## config.mk

```make
export PLATFORM = sky130hd
export DESIGN_NAME = flash_cmd_seq
export DESIGN_NICKNAME = d
export VERILOG_FILES = /design/src/rtl/fcs_pkg.sv /design/src/rtl/fcs_erase_qual.sv /design/src/rtl/fcs_protect.sv /design/src/rtl/fcs_array_model.sv /design/src/rtl/fcs_seq.sv /design/src/rtl/flash_cmd_seq.sv
export SDC_FILE = /design/constraint.sdc
export NUM_CORES = 2
export LEC_CHECK = 0
export CAP_MARGIN = 0
export CELL_PAD_IN_SITES_DETAIL_PLACEMENT = 1
export CELL_PAD_IN_SITES_GLOBAL_PLACEMENT = 1
export CORE_MARGIN = 5
export CORE_UTILIZATION = 35
export DETAILED_ROUTE_END_ITERATION = 6
export GPL_ROUTABILITY_DRIVEN = 1
export PLACE_DENSITY_LB_ADDON = 0.1
export SYNTH_ARGS = -nofsm -noshare
export SYNTH_HDL_FRONTEND = slang
export SYNTH_SLANG_ARGS = --single-unit
```

## constraint.sdc

```tcl
create_clock -name clk -period 3.54 [get_ports clk]
set_clock_uncertainty 0.1 [all_clocks]
set_input_delay 0.354 -clock clk [delete_from_list [all_inputs] [get_ports clk]]
set_output_delay 0.354 -clock clk [all_outputs]
set_load 0.1 [all_outputs]
```

## src/rtl/fcs_pkg.sv

```systemverilog
package fcs_pkg;

    typedef enum logic [3:0] {
        OP_NONE   = 4'd0,
        OP_PROG   = 4'd1,
        OP_PERASE = 4'd2,
        OP_LOCK   = 4'd3,
        OP_UNLOCK = 4'd4,
        OP_FERASE = 4'd5,
        OP_SECURE = 4'd6,
        OP_GPSET  = 4'd7,
        OP_GPCLR  = 4'd8
    } op_e;

    typedef enum logic [1:0] {
        ST_IDLE,
        ST_CHECK,
        ST_RUN
    } seq_state_e;

    typedef enum logic [1:0] {
        ARR_PROG,
        ARR_PERASE,
        ARR_FERASE
    } arr_op_e;

    function automatic logic op_defined(input logic [3:0] code);
        return (code >= 4'd1) && (code <= 4'd8);
    endfunction

    function automatic logic op_is_array(input op_e op);
        return (op == OP_PROG) || (op == OP_PERASE) || (op == OP_FERASE);
    endfunction

endpackage

```

## src/rtl/fcs_erase_qual.sv

```systemverilog
module fcs_erase_qual #(
    parameter int MIN_CYC = 40
) (
    input  logic clk,
    input  logic rst_n,
    input  logic erase_pin,
    output logic erase_hit
);
    localparam int CW = $clog2(MIN_CYC + 1);

    logic [CW-1:0] hold_cnt;

    always_ff @(posedge clk or negedge rst_n) begin
        if (!rst_n) begin
            hold_cnt <= '0;
        end else if (!erase_pin) begin
            hold_cnt <= '0;
        end else if (hold_cnt != CW'(MIN_CYC)) begin
            hold_cnt <= hold_cnt + 1'b1;
        end
    end

    // One pulse at the edge where the pin has been high MIN_CYC cycles
    assign erase_hit = erase_pin && (hold_cnt == CW'(MIN_CYC - 1));

    AST_QUAL_SINGLE: assert property (@(posedge clk) disable iff (!rst_n)
        erase_hit |=> !erase_hit);

endmodule

```

## src/rtl/fcs_protect.sv

```systemverilog
module fcs_protect
    import fcs_pkg::*;
#(
    parameter int REG_W = 4,
    parameter int NREG  = 16
) (
    input  logic            clk,
    input  logic            rst_n,
    input  logic            erase_hit,
    input  logic            nvm_we,
    input  op_e             nvm_op,
    input  logic [REG_W-1:0] region,
    input  logic            gp_sel,
    input  logic            full_done,
    output logic [NREG-1:0] lock_bits,
    output logic [1:0]      gpnvm,
    output logic            secure
);
    logic armed;

    for (genvar i = 0; i < NREG; i++) begin : g_lock
        always_ff @(posedge clk or negedge rst_n) begin
            if (!rst_n) begin
                lock_bits[i] <= 1'b0;
            end else if (erase_hit) begin
                lock_bits[i] <= 1'b0;
            end else if (nvm_we && (region == REG_W'(i))) begin
                if (nvm_op == OP_LOCK)
                    lock_bits[i] <= 1'b1;
                else if (nvm_op == OP_UNLOCK)
                    lock_bits[i] <= 1'b0;
            end
        end
    end

    for (genvar g = 0; g < 2; g++) begin : g_gp
        always_ff @(posedge clk or negedge rst_n) begin
            if (!rst_n) begin
                gpnvm[g] <= 1'b0;
            end else if (erase_hit) begin
                gpnvm[g] <= 1'b0;
            end else if (nvm_we && (gp_sel == 1'(g))) begin
                if (nvm_op == OP_GPSET)
                    gpnvm[g] <= 1'b1;
                else if (nvm_op == OP_GPCLR)
                    gpnvm[g] <= 1'b0;
            end
        end
    end

    always_ff @(posedge clk or negedge rst_n) begin
        if (!rst_n) begin
            secure <= 1'b0;
            armed  <= 1'b0;
        end else begin
            if (full_done && armed)
                secure <= 1'b0;
            else if (nvm_we && (nvm_op == OP_SECURE))
                secure <= 1'b1;
            if (erase_hit)
                armed <= 1'b1;
            else if (full_done)
                armed <= 1'b0;
        end
    end

    AST_ERASE_CLEARS: assert property (@(posedge clk) disable iff (!rst_n)
        erase_hit |=> (lock_bits == '0) && (gpnvm == 2'b00));

    AST_SECURE_ONEWAY: assert property (@(posedge clk) disable iff (!rst_n)
        $fell(secure) |-> $past(full_done));

endmodule

```

## src/rtl/fcs_array_model.sv

```systemverilog
module fcs_array_model
    import fcs_pkg::*;
#(
    parameter int NUM_PAGES = 1024,
    parameter int PAGE_W    = 10,
    parameter int PAGE_LAT  = 12,
    parameter int FULL_LAT  = 30
) (
    input  logic              clk,
    input  logic              rst_n,
    input  logic              start,
    input  arr_op_e           op,
    input  logic [PAGE_W-1:0] page,
    input  logic [PAGE_W-1:0] rd_page,
    output logic              busy,
    output logic              done,
    output logic              rd_blank
);
    localparam int MAXLAT = (FULL_LAT > PAGE_LAT) ? FULL_LAT : PAGE_LAT;
    localparam int CNT_W  = $clog2(MAXLAT + 1);

    logic [CNT_W-1:0]     left_q;
    arr_op_e              op_q;
    logic [PAGE_W-1:0]    page_q;
    logic [NUM_PAGES-1:0] written_q;

    assign busy = (left_q != '0);
    assign done = (left_q == CNT_W'(1));

    always_ff @(posedge clk or negedge rst_n) begin
        if (!rst_n) begin
            left_q <= '0;
            op_q   <= ARR_PROG;
            page_q <= '0;
        end else if (start) begin
            left_q <= (op == ARR_FERASE) ? CNT_W'(FULL_LAT) : CNT_W'(PAGE_LAT);
            op_q   <= op;
            page_q <= page;
        end else if (busy) begin
            left_q <= left_q - 1'b1;
        end
    end

    always_ff @(posedge clk or negedge rst_n) begin
        if (!rst_n) begin
            written_q <= '0;
        end else if (done) begin
            unique case (op_q)
                ARR_PROG:   written_q[page_q] <= 1'b1;
                ARR_PERASE: written_q[page_q] <= 1'b0;
                ARR_FERASE: written_q         <= '0;
                default:    written_q         <= written_q;
            endcase
        end
    end

    assign rd_blank = !written_q[rd_page];

    AST_START_WHEN_IDLE: assert property (@(posedge clk) disable iff (!rst_n)
        start |-> !busy);

endmodule

```

## src/rtl/fcs_seq.sv

```systemverilog
module fcs_seq
    import fcs_pkg::*;
#(
    parameter logic [7:0] KEY   = 8'hA5,
    parameter int         PAGE_W = 10,
    parameter int         PPR_W  = 6,
    parameter int         NREG   = 16
) (
    input  logic              clk,
    input  logic              rst_n,
    input  logic              cmd_wr,
    input  logic [31:0]       cmd_wdata,
    input  logic              stat_rd,
    input  logic [NREG-1:0]   lock_bits,
    input  logic              arr_busy,
    input  logic              arr_done,
    output logic              ready,
    output logic              done_flag,
    output logic              lock_err,
    output logic              key_err,
    output logic              cmd_err,
    output logic              nvm_we,
    output op_e               nvm_op,
    output logic [PAGE_W-1:0] cur_page,
    output logic              arr_start,
    output arr_op_e           arr_op,
    output logic              full_done
);
    localparam int REG_W = PAGE_W - PPR_W;

    seq_state_e state_q, state_d;
    op_e        op_q;
    logic [PAGE_W-1:0] page_q;

    logic             key_ok, code_ok, accept, locked, abort, finish;
    logic [3:0]       w_code;
    logic [PAGE_W-1:0] w_page;
    logic [REG_W-1:0]  region_q;
    logic             unused_fields;

    assign key_ok   = (cmd_wdata[31:24] == KEY);
    assign w_code   = cmd_wdata[3:0];
    assign w_page   = cmd_wdata[PAGE_W+7:8];
    assign code_ok  = op_defined(w_code);
    assign accept   = cmd_wr && key_ok && code_ok && (state_q == ST_IDLE);
    assign region_q = page_q[PAGE_W-1:PPR_W];
    assign unused_fields = ^{cmd_wdata[23:PAGE_W+8], cmd_wdata[7:4]};

    always_comb begin
        locked = 1'b0;
        if ((op_q == OP_PROG) || (op_q == OP_PERASE))
            locked = lock_bits[region_q];
        else if (op_q == OP_FERASE)
            locked = |lock_bits;
    end

    // State register
    always_ff @(posedge clk or negedge rst_n) begin
        if (!rst_n) begin
            state_q <= ST_IDLE;
            op_q    <= OP_NONE;
            page_q  <= '0;
        end else begin
            state_q <= state_d;
            if (accept) begin
                op_q   <= op_e'(w_code);
                page_q <= w_page;
            end
        end
    end

    // Next state
    always_comb begin
        state_d = state_q;
        unique case (state_q)
            ST_IDLE:  if (accept) state_d = ST_CHECK;
            ST_CHECK: state_d = arr_start ? ST_RUN : ST_IDLE;
            ST_RUN:   if (arr_done) state_d = ST_IDLE;
            default:  state_d = ST_IDLE;
        endcase
    end

    // Outputs
    always_comb begin
        ready     = (state_q == ST_IDLE);
        arr_start = 1'b0;
        nvm_we    = 1'b0;
        abort     = 1'b0;
        full_done = 1'b0;
        arr_op    = ARR_PROG;
        unique case (state_q)
            ST_IDLE: ;
            ST_CHECK: begin
                abort     = locked;
                arr_start = op_is_array(op_q) && !locked;
                nvm_we    = !op_is_array(op_q);
            end
            ST_RUN:  full_done = arr_done && (op_q == OP_FERASE);
            default: ;
        endcase
        unique case (op_q)
            OP_PERASE: arr_op = ARR_PERASE;
            OP_FERASE: arr_op = ARR_FERASE;
            default:   arr_op = ARR_PROG;
        endcase
    end

    assign finish   = nvm_we || abort || ((state_q == ST_RUN) && arr_done);
    assign nvm_op   = op_q;
    assign cur_page = page_q;

    // Sticky status flags: a set wins over a read clear
    always_ff @(posedge clk or negedge rst_n) begin
        if (!rst_n) begin
            done_flag <= 1'b0;
            lock_err  <= 1'b0;
            key_err   <= 1'b0;
            cmd_err   <= 1'b0;
        end else begin
            if (finish)       done_flag <= 1'b1;
            else if (stat_rd) done_flag <= 1'b0;
            if (abort)        lock_err <= 1'b1;
            else if (stat_rd) lock_err <= 1'b0;
            if (cmd_wr && !key_ok) key_err <= 1'b1;
            else if (stat_rd)      key_err <= 1'b0;
            if (cmd_wr && key_ok && (!code_ok || (state_q != ST_IDLE))) cmd_err <= 1'b1;
            else if (stat_rd) cmd_err <= 1'b0;
        end
    end

    AST_RUN_MEANS_BUSY: assert property (@(posedge clk) disable iff (!rst_n)
        (state_q == ST_RUN) |-> arr_busy);

    AST_BAD_KEY_NO_START: assert property (@(posedge clk) disable iff (!rst_n)
        (cmd_wr && !key_ok && ready) |=> ready);

    AST_ABORT_ONE_CYCLE: assert property (@(posedge clk) disable iff (!rst_n)
        abort |=> ready && lock_err);

endmodule

```

## src/rtl/flash_cmd_seq.sv

```systemverilog
module flash_cmd_seq
    import fcs_pkg::*;
#(
    parameter int         NUM_PAGES        = 1024,
    parameter int         PAGES_PER_REGION = 64,
    parameter logic [7:0] KEY              = 8'hA5,
    parameter int         ERASE_MIN        = 40,
    parameter int         PAGE_LAT         = 12,
    parameter int         FULL_LAT         = 30,
    localparam int        PAGE_W           = $clog2(NUM_PAGES),
    localparam int        PPR_W            = $clog2(PAGES_PER_REGION),
    localparam int        REG_W            = PAGE_W - PPR_W,
    localparam int        NREG             = 1 << REG_W
) (
    input  logic              clk,
    input  logic              rst_n,
    input  logic              cmd_wr,
    input  logic [31:0]       cmd_wdata,
    input  logic              stat_rd,
    input  logic              erase_pin,
    input  logic              dbg_req,
    input  logic [PAGE_W-1:0] rd_page,
    output logic              ready,
    output logic              done_flag,
    output logic              lock_err,
    output logic              key_err,
    output logic              cmd_err,
    output logic              irq,
    output logic [NREG-1:0]   lock_bits,
    output logic              secure,
    output logic [1:0]        gpnvm,
    output logic              dbg_grant,
    output logic              rd_blank
);
    logic              erase_hit, nvm_we, arr_start, arr_busy, arr_done, full_done;
    op_e               nvm_op;
    arr_op_e           arr_op;
    logic [PAGE_W-1:0] cur_page;

    fcs_erase_qual #(.MIN_CYC(ERASE_MIN)) u_qual (
        .clk(clk), .rst_n(rst_n), .erase_pin(erase_pin), .erase_hit(erase_hit)
    );

    fcs_seq #(.KEY(KEY), .PAGE_W(PAGE_W), .PPR_W(PPR_W), .NREG(NREG)) u_seq (
        .clk(clk), .rst_n(rst_n), .cmd_wr(cmd_wr), .cmd_wdata(cmd_wdata),
        .stat_rd(stat_rd), .lock_bits(lock_bits), .arr_busy(arr_busy),
        .arr_done(arr_done), .ready(ready), .done_flag(done_flag),
        .lock_err(lock_err), .key_err(key_err), .cmd_err(cmd_err),
        .nvm_we(nvm_we), .nvm_op(nvm_op), .cur_page(cur_page),
        .arr_start(arr_start), .arr_op(arr_op), .full_done(full_done)
    );

    fcs_protect #(.REG_W(REG_W), .NREG(NREG)) u_prot (
        .clk(clk), .rst_n(rst_n), .erase_hit(erase_hit), .nvm_we(nvm_we),
        .nvm_op(nvm_op), .region(cur_page[PAGE_W-1:PPR_W]), .gp_sel(cur_page[0]),
        .full_done(full_done), .lock_bits(lock_bits), .gpnvm(gpnvm), .secure(secure)
    );

    fcs_array_model #(.NUM_PAGES(NUM_PAGES), .PAGE_W(PAGE_W),
                      .PAGE_LAT(PAGE_LAT), .FULL_LAT(FULL_LAT)) u_arr (
        .clk(clk), .rst_n(rst_n), .start(arr_start), .op(arr_op), .page(cur_page),
        .rd_page(rd_page), .busy(arr_busy), .done(arr_done), .rd_blank(rd_blank)
    );

    assign irq       = done_flag || lock_err;
    assign dbg_grant = dbg_req && !secure;

    AST_FULL_ERASE_UNLOCKED: assert property (@(posedge clk) disable iff (!rst_n)
        (arr_start && (arr_op == ARR_FERASE)) |-> (lock_bits == '0));

    AST_SECURE_NEEDS_CMD: assert property (@(posedge clk) disable iff (!rst_n)
        $rose(secure) |-> $past(nvm_we && (nvm_op == OP_SECURE)));

endmodule

```

==> impl_metrics.toml <==
[cells_and_area]
instances_no_fill = 9105
drive_above_1_share_pct = 12.5
fin_area_um2 = 67600
nets = 6846
synthToLayoutAreaGrowth_pct = 15.7

[drt]
drtIter0Drc = 4214
wl_per_cell_um = 27.2
top_layer = "met4"
dr.pass1.iters = 5
routed_via_density = 5.79
drt-met1-wl_um = 114000
drc = 0
drt_wl_total_um = 248000
met2WireLength_um = 117000
wl_met3_um = 10400
postRouteAntennaNets = 0
num_vias = 52800

[die]
core-area_um2 = 167000
rows = 150
ios = 75
die_x_um = 419
dieHeight_um = 419
die-area_um2 = 175000
start_util_pct = 35.1

[synth]
yosys_warnings = 0
yosysMostFrequentCell = "nand2_1"
ys_seq_elements = 1087
synthArstFlopShare_pct = 100
synth_top_area_cell = "dfrtp_1"
synthTopCellsByArea = "dfrtp_1 (47%), o21ai_0 (18%), nand2_1 (14%)"
yosysSeqAreaShare_pct = 46.5
synth.top_cell.area_share_pct = 46.5
synth_fp_nets = 7007
synthFlopType = "dfrtp_1"
synth_edf_count = 0
synth_area_um2 = 58500
synth_area_per_cell_um2 = 8.41
synthCells = 6952
synth.distinct_cells = 73
synthTopCellsByCount = "nand2_1 (2,205), o21ai_0 (2,104), dfrtp_1 (1,087)"

[global_routing]
gr-usage-all-layers_pct = 28.0
grt_pass1_wl_um = 372000
overflow = 0
antenna_found_initial = 15
grt_max_degree = 183
grt_pass1_vias = 54200

[setup_path]
cp_max_fo = 2
cp.required_ns = 3.09
endpoint_kind = "output pin"
arrival_ns = 3.84
startpoint_type = "flop"
path_class = "reg2out"

[placed_design]
dp.cells = 8852
place_congestion = 0.825
io_buffers = 64
dp_hpwl_um = 146000
placed_area_um2 = 63100
preCtsSetupSlack_ns = -0.740

[pwr]
power_frac_comb_pct = 5.8
p_total_uw = 28500
swShare_pct = 24.6
clockPowerShare_pct = 50.3
p_leak_uw = 0.0261
vdd.ir_drop.worst_mv = 0.528
intPower_uw = 21500
p_seq_share_pct = 43.9
p_per_area_nw_per_um2 = 421
switchingPower_uw = 7000

[run_status]
violations = "setup timing"
outcome = "finished with violations"

[timing]
slew_headroom_pct = 25.7
worst_pin_slew_ns = 1.11
grt_setup_unrepaired = "true"
hold_ws_ns = 0.0668
period_share_pct = 121
min_period_ns = 4.30
slew_violations = 0
finalHoldViolCount = 0
clock.fmax_ghz = 0.233
setup_slack_ns = -0.755
finalSetupViolations = 1

[clocking]
post_cts_buffers = 0
cts_max_level = 4
cts_tree = "done"
clk_latency_ns = 0.79
numClockSinks = 1087
max-clock-path-buffers = 3
cts-root-buf = "clkbuf_16"
cts_buffers = 139
clk_pin_slew_ns = 0.06

[min_path]
hp-class = "in2reg"

[job]
maxCapViolCount = 0
## final cells by class
cell class / count / area (um2)
timing repair buffer: 441 / 4750
inverter: 20 / 78.8
multi-input combinational: 5102 / 28300
sequential: 1087 / 27200
clock inverter: 22 / 269
fill: 19300 / 99000
tap: 2204 / 2760
antenna: 9 / 22.5
clock buffer: 220 / 4200
## through the flow
stage	setup TNS, ns	util, %
global placement	-1.48	37.8
finish	-0.755	40.6
floorplan	0	-
CTS	-0.843	40.6
detailed placement	-0.740	37.8
global route	-0.816	40.6
## path summary, 6_finish.rpt
path,start,endpoint,slack (ns),cells after the start
setup reg to reg,u_arr.page_q[6]$_DFFE_PN0P_,u_arr.written_q[717]$_DFFE_PN0P_,0.48,6
min in group asynchronous,rst_n,u_qual.hold_cnt[1]$_DFFE_PN0P_,0.09,2
max in group asynchronous,rst_n,u_arr.written_q[868]$_DFFE_PN0P_,1.99,3
hold reg to reg,u_prot.armed$_DFFE_PN0P_,u_prot.secure$_DFFE_PN0P_,0.35,1
setup / recovery,u_arr.written_q[282]$_DFFE_PN0P_,rd_blank,-0.76,10
hold / removal,cmd_wr,u_seq.key_err$_DFFE_PN0P_,0.07,3
## worst max-delay path, stage by stage (launching register included)
cell      delay [ns]
dfrtp_1         0.39
mux4_2          0.46
mux4_2          0.47
nand2b_4        0.15
a22oi_2         0.38
buf_4           0.19
nor2_2          0.03
o32a_1          0.36
nand4_1         0.26
buf_4           0.19
buf_12          0.16
## power by group through the flow
stage | sequential (uW) | clock, uW | combinational [uW]
floorplan | 12700 | 0 | 673
global placement | 12700 | 0 | 1640
detailed placement | 12700 | 0 | 1660
CTS | 12500 | 14600 | 1670
global route | 12500 | 15100 | 1770
finish | 12500 | 14300 | 1660
## registers in the layout, summed over array words and instances (netlist names)
signal	cells
u_seq.nvm_op	4
u_seq.state_q	2
u_seq.key_err	1
u_seq.cur_page	10
u_seq.done_flag	1
u_arr.page_q	10
u_seq.lock_err	1
u_arr.written_q	1024
u_prot.secure	1
u_seq.cmd_err	1
u_prot.lock_bits	16
u_arr.op_q	2
u_prot.gpnvm	2
u_arr.left_q	5
u_qual.hold_cnt	6
u_prot.armed	1
## layout by cell type (no fill, tap or decap), types with 9 or more instances in the layout
cell type           n
diode_2             9
o21ai_0          2103
nand2_4            32
o211ai_1           13
buf_12            102
nand2_1          2173
nand4_1            13
mux4_2            206
nor2_1             43
mux2i_1           128
dfrtp_1          1087
clkinv_2           12
clkbuf_8           25
clkdlybuf4s50_1    56
a31oi_1            12
buf_4             277
clkbuf_16         147
nand3_1            60
a221oi_1           43
nor3_1             14
a22oi_1            42
inv_1              18
mux2_2             18
nor2b_1            13
clkbuf_1           48
a32o_1             16
nand2b_1           17
a21oi_1            22
## repair_timing
action	CTS	global route
endpoints found under the hold margin	79	0
resized for setup	7	3
pin swaps	0	1
hold buffers	2	0
endpoints found under the setup margin	1	1
## kinds of logic after synthesis
| group | Yosys count | synth area share (%) |
|---|---|---|
| AO/OA/AOI/OAI | 2298 | 20.6 |
| XOR/XNOR | 7 | 0.105 |
| adder cells (fa/ha/maj) | 7 | 0.150 |
| buffers and inverters | 763 | 5.54 |
| flip-flops | 1087 | 46.5 |
| multiplexers | 361 | 10.7 |
| AND/OR/NAND/NOR | 2429 | 16.3 |
## routing by layer
layer,vias to the layer above,track usage (%)
met1,27800,39.3
li1,23500,-
met5,-,0
met3,322,3.50
met2,1123,45.9
met4,0,7.84
(Power assumes the default switching activity.)
